==> src/rtl/cla_pkg.sv <==
// Package: shared sizing for the two-level lookahead adder.
// Assumes the total width is an exact multiple of the slice width.
package cla_pkg;
    localparam int SLICE_W   = 4;
    localparam int NUM_SLICE = 4;
    localparam int SUM_W     = SLICE_W * NUM_SLICE;
endpackage

==> src/rtl/cla_lookahead.sv <==
// Module: cla_lookahead
// Resolves the carry entering each of N positions from per-position
// generate/propagate terms and an incoming carry, and reduces the group to
// one generate and one propagate. The group carry-out is not produced here,
// which keeps every product term to at most N inputs.
// Assumes N is small (four in this design) because the terms are flat.
module cla_lookahead #(
    parameter int N = 4
) (
    input  logic [N-1:0] gen,
    input  logic [N-1:0] prop,
    input  logic         c_in,
    output logic [N-1:0] carry,
    output logic         grp_gen,
    output logic         grp_prop
);

    // Flat sum-of-products for the carry entering each position.
    always_comb begin : carry_terms
        logic term;
        carry = '0;
        carry[0] = c_in;
        for (int i = 1; i < N; i++) begin
            term = c_in;
            for (int j = 0; j < i; j++) begin
                term = term & prop[j];
            end
            carry[i] = term;
            for (int j = 0; j < i; j++) begin
                term = gen[j];
                for (int k = j + 1; k < i; k++) begin
                    term = term & prop[k];
                end
                carry[i] = carry[i] | term;
            end
        end
    end

    // Group generate: a carry born in some position survives to the top.
    always_comb begin : group_gen_terms
        logic term;
        grp_gen = 1'b0;
        for (int j = 0; j < N; j++) begin
            term = gen[j];
            for (int k = j + 1; k < N; k++) begin
                term = term & prop[k];
            end
            grp_gen = grp_gen | term;
        end
    end

    // Group propagate: every position passes an incoming carry.
    assign grp_prop = &prop;

endmodule

==> src/rtl/cla_slice.sv <==
// Module: cla_slice
// One lookahead slice: per-bit generate (AND) and propagate (OR), internal
// carries from cla_lookahead, sum bits as a XOR b XOR carry. Emits slice
// generate/propagate instead of a carry-out.
// Assumes the caller forms the carry leaving the slice as G | P & c_in.
module cla_slice #(
    parameter int W = cla_pkg::SLICE_W
) (
    input  logic [W-1:0] a,
    input  logic [W-1:0] b,
    input  logic         c_in,
    output logic [W-1:0] s,
    output logic         slice_g,
    output logic         slice_p
);

    logic [W-1:0] bit_g;
    logic [W-1:0] bit_p;
    logic [W-1:0] bit_c;

    // Per-bit generate and propagate.
    assign bit_g = a & b;
    assign bit_p = a | b;

    cla_lookahead #(.N(W)) u_look (
        .gen     (bit_g),
        .prop    (bit_p),
        .c_in    (c_in),
        .carry   (bit_c),
        .grp_gen (slice_g),
        .grp_prop(slice_p)
    );

    // Sum needs XOR because the propagate term is an OR.
    assign s = a ^ b ^ bit_c;

endmodule

==> src/rtl/cla_adder16.sv <==
// Module: cla_adder16
// Combinational adder built from NUM_SLICE lookahead slices. With
// LOOKAHEAD_LINK = 1 a second cla_lookahead stage resolves the slice
// carries; with 0 they are chained slice to slice. Both give equal outputs.
// Assumes SUM_W = SLICE_W * NUM_SLICE. No clock and no reset: pure logic.
module cla_adder16 #(
    parameter int SLICE_W        = cla_pkg::SLICE_W,
    parameter int NUM_SLICE      = cla_pkg::NUM_SLICE,
    parameter bit LOOKAHEAD_LINK = 1'b1
) (
    input  logic [SLICE_W*NUM_SLICE-1:0] op_a,
    input  logic [SLICE_W*NUM_SLICE-1:0] op_b,
    input  logic                         carry_in,
    output logic [SLICE_W*NUM_SLICE-1:0] sum,
    output logic                         carry_out
);

    localparam int SUM_W = SLICE_W * NUM_SLICE;

    logic [NUM_SLICE-1:0] blk_g;
    logic [NUM_SLICE-1:0] blk_p;
    logic [NUM_SLICE:0]   blk_c;    // carry entering each slice, top = carry-out

    // Slice array.
    genvar k;
    generate
        for (k = 0; k < NUM_SLICE; k++) begin : g_slice
            cla_slice #(.W(SLICE_W)) u_slice (
                .a      (op_a[k*SLICE_W +: SLICE_W]),
                .b      (op_b[k*SLICE_W +: SLICE_W]),
                .c_in   (blk_c[k]),
                .s      (sum[k*SLICE_W +: SLICE_W]),
                .slice_g(blk_g[k]),
                .slice_p(blk_p[k])
            );
        end

        if (LOOKAHEAD_LINK) begin : g_link_look
            logic [NUM_SLICE-1:0] link_c;
            logic                 all_g;
            logic                 all_p;

            cla_lookahead #(.N(NUM_SLICE)) u_link (
                .gen     (blk_g),
                .prop    (blk_p),
                .c_in    (carry_in),
                .carry   (link_c),
                .grp_gen (all_g),
                .grp_prop(all_p)
            );

            // Slice carries from the second stage; carry-out from group terms.
            assign blk_c[NUM_SLICE-1:0] = link_c;
            assign blk_c[NUM_SLICE]     = all_g | (all_p & carry_in);
        end else begin : g_link_chain
            // Chained variant: each slice carry feeds the next.
            assign blk_c[0] = carry_in;
            for (k = 0; k < NUM_SLICE; k++) begin : g_hop
                assign blk_c[k+1] = blk_g[k] | (blk_p[k] & blk_c[k]);
            end
        end
    endgenerate

    assign carry_out = blk_c[NUM_SLICE];

endmodule

==> config.mk <==
export PLATFORM = sky130hd
export DESIGN_NAME = cla_adder16
export DESIGN_NICKNAME = d
export VERILOG_FILES = /design/src/rtl/cla_pkg.sv /design/src/rtl/cla_lookahead.sv /design/src/rtl/cla_slice.sv /design/src/rtl/cla_adder16.sv
export SDC_FILE = /design/constraint.sdc
export NUM_CORES = 1
export LEC_CHECK = 0
export ABC_AREA = 1
export BUFFER_PORTS_ARGS = -buffer_cell sky130_fd_sc_hd__buf_2
export CAP_MARGIN = 20
export CORE_UTILIZATION = 35
export DETAILED_ROUTE_END_ITERATION = 7
export PLACE_DENSITY = 0.63
export SLEW_MARGIN = 20
export SYNTH_ARGS = -nofsm -noshare
export SYNTH_HDL_FRONTEND = slang
export SYNTH_SLANG_ARGS = --single-unit
export TNS_END_PERCENT = 5
==> constraint.sdc <==
create_clock -name vclk -period 5.1
set_input_delay 1.02 -clock vclk [all_inputs]
set_output_delay 1.02 -clock vclk [all_outputs]
set_load 0.01 [all_outputs]
==> results of run 1 <==
==> per-layer routing <==
| layer | up-vias | global-route usage | routed length [µm] |
|---|---|---|---|
| met2 | 22 | 0.209 | 837 |
| met4 | 0 | 0 | 0 |
| met3 | 0 | 0.00437 | 81 |
| met1 | 431 | 0.112 | 726 |
| li1 | 558 | - | - |
| met5 | - | 0 | 0 |
==> power by group <==
part / total [mW] / internal, mW / switching [mW]
clock network: 0 / 0 / 0
logic: 0.146 / 0.0660 / 0.0805
registers: 0 / 0 / 0
total: 0.146 / 0.0660 / 0.0805
==> worst max-delay path by stage <==
stage	cells past startpoint	startpoint	to	slack, ns
2_1_floorplan	11	op_a[5]	sum[9]	1.82
3_3_place_gp	13	op_a[1]	sum[13]	1.56
3_5_place_dp	13	op_a[1]	sum[13]	1.54
4_1_cts	13	op_a[5]	sum[13]	1.54
5_1_grt	13	op_a[5]	sum[9]	1.43
6_report	13	op_a[5]	sum[9]	1.57
==> cell type report <==
type | count | area (µm²) | share of cell area
inverter | 59 | 221 | 0.153
tap | 44 | 55.1 | 0.0379
multi-input combinational | 102 | 925 | 0.637
timing repair buffer | 50 | 250 | 0.172
==> cell families after synthesis <==
family / share of synthesized area
xor gates and xnor gates: 0.0764
AOI/OAI and AO/OA: 0.0470
and+or+nand+nor: 0.264
adders and majority gates: 0.419
buffers and inverters: 0.193
==> layout by cell type, fill, tap and decap left out, drive strengths merged, types with 3 or more instances in the layout <==
| cell | instances |
|---|---|
| nand3 | 9 |
| inv | 59 |
| ha | 32 |
| nor2 | 8 |
| nand2 | 30 |
| xnor2 | 3 |
| buf | 50 |
| xor2 | 7 |
| fa | 4 |
| a21oi | 6 |
==> stage by stage <==
| stage | hold WS [ns] | area, µm² | instances | power, mW |
|---|---|---|---|---|
| after floorplan | 2.23 | 1150 | 161 | 0.0986 |
| after detailed placement | 2.43 | 1450 | 255 | 0.149 |
| final | 2.43 | 1450 | 255 | 0.146 |
| after global placement | 2.43 | 1450 | 255 | 0.149 |
| after global routing | 2.45 | 1450 | 255 | 0.167 |
| after CTS | 2.43 | 1450 | 255 | 0.150 |
==> qor.txt, run 1 <==
Vias after detailed routing = 1011
Sequential area share after synthesis = 0
Syn Std Cell Area = 0.00115 mm²
Hold endpoint = sum[8]
DP Worst Slack = 1.54 ns
Count leader, synth = inv_1
Die width = 59.2 µm
Global-route wire length before repair = 2900 µm
Synth area leader = ha_1
Worst setup margin = 1.57 ns
Drt initial violations = 9
Synth cell count leaders = inv_1 (54), ha_1 (32), nand2_1 (17), nand2_2 (13), xor2_1 (7)
Worst path max stage delay = 0.38 ns
Worst VDD drop = 0.0000381 V
Startpoint types = input pin
Final wirelength = 1650 µm
Seq cells = 0
Hpwl dp = 1630 µm
Drt drc = 0
Hold buffers post-CTS = 0
Max-slew violations = 0
Status = complete, no violations
Pleak = 0.943 nW
Post-DR vias/cell = 3.96
Top cells by area, synth = ha_1 (35%), inv_1 (18%), nand2_2 (7.1%)
Starting Density = 0.372
Post-layout util = 0.472
Hold path startpoint = op_b[8]
Slew @ Worst Pin = 0.370 ns
P&R area growth vs syn = 26.6%
Initial antenna violation count = 0
Nets = 282
Post-route setup TNS = 0 ns
Gr usage total = 0.0989
Max transition margin = 0.749
Top delay family on crit path = adder cells
Detail Route Antenna Nets = 0
Final Hold Viols = 0
Period utilization = 0.692
Synth Area per Inst = 7.12 µm²
PostCTS Resize Cnt = 0
Crit end category = primary output
WS Path Type = in -> out
Power Density = 101 mW/mm²
I/O Buffers = 50
Setup Fix Bufs, Post-CTS = 0
CP Data Arrival Time = 2.51 ns
Fmax = 283 MHz
Worst Path Required = 4.08 ns
Num rows = 20
IO Pins = 50
Largest net degree at the start of global routing = 5
MaxCap Viol Count = 0
Top cell type's share of synthesized area = 0.349
WHS Path Cells = 3
Yosys cell types = 20
CP max FO = 3
WP buf/inv = 4
Worst min path class = in -> out
Fillcell total = 348
Post-Syn Instances = 161
Synth warn = 0
Crit path top cell by count = nand2_1
Syn nets = 230
# clk buffers = 0
Number of global-route vias before repair = 853
Grt ovf = 0
Diodes inserted = 0
Unrepaired setup endpoints after global routing = false
Core Region = 0.00308 mm²
DR WL/cell = 6.45 µm
Detailed Routing Iterations Pass 1 = 3
Die Area = 0.00351 mm²
Slowest CP cell = fa_1
Tmin final = 3.53 ns
Sequential Area = 0 µm²
RePlAce Congestion = 0.728
Setup violators final = 0
Die height = 59.2 µm
Share of cells above drive strength 1 = 0.393
Crit-path cells = buf_2, inv_1, ha_1, inv_2, nand2_2, nand2_1, nand2_1, nand2_1, a21oi_1, nand2_2, fa_1, xor2_1, buf_2
(Power assumes the default switching activity.)
==> run 2, diff against run 1 <==
Settings changed: PLACE_DENSITY 0.63 to 0.65.
Clock period 5.1 ns to 2.9 ns, I/O delays scaled along.
==> qor.txt, run 2 (same netlist as run 1, synthesis figures left out) <==
CP Data Arrival Time = 2.07 ns (-0.44 ns)
Status = complete, no violations
Hold_ws = 1.54 ns (-0.884 ns)
Initial antenna violation count = 0 (unchanged)
Post-DR vias/cell = 4.05 (+2.3%)
I/O Buffers = 50 (unchanged)
Setup Fix Bufs, Post-CTS = 0 (unchanged)
CP startpoint = op_a[9]
Share of power burned in registers = 0 (unchanged)
WS Path Type = in -> out
Vias after detailed routing = 1034 (+2.3%)
MaxCap Viol Count = 0 (unchanged)
Non-Filler Instances = 255 (unchanged)
Total internal power = 0.116 mW (+76%)
Slew @ Worst Pin = 0.367 ns (-0.00324 ns)
Gr usage total = 0.109 (+0.0100)
PostCTS Resize Cnt = 0 (unchanged)
Final Power = 0.260 mW (+78%)
Most common cell after layout, fill and taps aside = inv_1
Startpoint types = input pin
RePlAce Congestion = 0.749 (+3.0%)
Worst VDD drop = 0.0000731 V (+92%)
Seq cells = 0 (unchanged)
Hold path startpoint = op_b[8]
Setup violators final = 0 (unchanged)
Detail Route Antenna Nets = 0 (unchanged)
Hpwl dp = 1790 µm (+9.9%)
Fillcell total = 358 (+2.9%)
Starting Density = 0.372 (unchanged)
Comb pwr share = 1.000 (about the same)
IO Pins = 50 (unchanged)
Sequential Area = 0 µm² (unchanged)
Core Region = 0.00308 mm² (unchanged)
Max transition margin = 0.752 (+0.00220)
DR WL/cell = 7.05 µm (+9.4%)
Psw = 0.144 mW (+79%)
Tmin final = 2.65 ns
Worst Path Required = 2.32 ns (-1.76 ns)
Largest net degree at the start of global routing = 5 (unchanged)
Global-route wire length before repair = 3160 µm (+9.0%)
Drt initial violations = 25 (+16)
Diodes inserted = 0 (unchanged)
Switch share = 0.553 (+0.00340)
Worst min path class = in -> out
Max-slew violations = 0 (unchanged)
Fmax = 378 MHz
Nets = 282 (unchanged)
CP max FO = 3 (unchanged)
Die Area = 0.00351 mm² (unchanged)
Die height = 59.2 µm (unchanged)
Detailed Routing Iterations Pass 1 = 4 (+1)
Most frequent cells in the layout = inv_1 (54), buf_2 (50), ha_1 (32)
P&R area growth vs syn = 26.6% (unchanged)
Clk pwr share = 0 (unchanged)
Unrepaired setup endpoints after global routing = false
Pleak = 0.943 nW (unchanged)
Inst Count DP = 255 (unchanged)
Crit end category = primary output
Final wirelength = 1800 µm (+9.4%)
Drt drc = 0 (unchanged)
Num rows = 20 (unchanged)
Grt ovf = 0 (unchanged)
# clk buffers = 0 (unchanged)
Final Hold Viols = 0 (unchanged)
Share of cells above drive strength 1 = 0.393 (unchanged)
Power Density = 179 mW/mm² (+78%)
Number of global-route vias before repair = 930 (+9.0%)
Period utilization = 0.913
Hold buffers post-CTS = 0 (unchanged)
Post-route setup TNS = 0 ns (unchanged)
Die width = 59.2 µm (unchanged)
==> run 2: cell counts in the layout (fill, tap and decap cells not counted) <==
Identical to the previous run, type by type.
==> run 2: final cells by class <==
cell class	count	area [µm²]	area share
inverter	59	221	0.153
multi-input combinational	102	925	0.637
tap	44	55.1	0.0379
timing repair buffer	50	250	0.172
==> run 2: critical path, stage by stage <==
cell	delay (ns)
buf_2	0.10
inv_1	0.05
ha_1	0.15
inv_2	0.05
nand2_1	0.06
nand2_1	0.06
nand2_1	0.05
nand2_1	0.05
nor2_2	0.09
nand4_2	0.13
fa_1	0.40
xor2_1	0.14
buf_2	0.15
==> run 2: routing by layer <==
layer  share of wire  up-vias  global-route usage
li1                -      558                   -
met1            0.40      455               0.122
met2            0.55       21               0.233
met3           0.048        0             0.00437
met4               0        0                   0
met5               0        -                   0
==> run 2: through the flow <==
step / area [µm²] / setup WS (ns) / util
2_1_floorplan: 1150 / 0.497 / -
3_3_place_gp: 1450 / 0.240 / 0.472
3_5_place_dp: 1450 / 0.221 / 0.472
4_1_cts: 1450 / 0.213 / 0.472
5_1_grt: 1450 / 0.0968 / 0.472
6_report: 1450 / 0.251 / 0.472
==> run 2: final timing paths <==
check	to	slack, ns	cells after the start
worst min-delay path	sum[8]	1.54	3
worst max-delay path	sum[13]	0.25	13
==> run 2: power by group through the flow <==
stage,combinational [mW],clock (mW),sequential (mW)
after floorplan,0.173,0,0
after global placement,0.261,0,0
after detailed placement,0.266,0,0
after CTS,0.267,0,0
after global routing,0.296,0,0
final,0.260,0,0
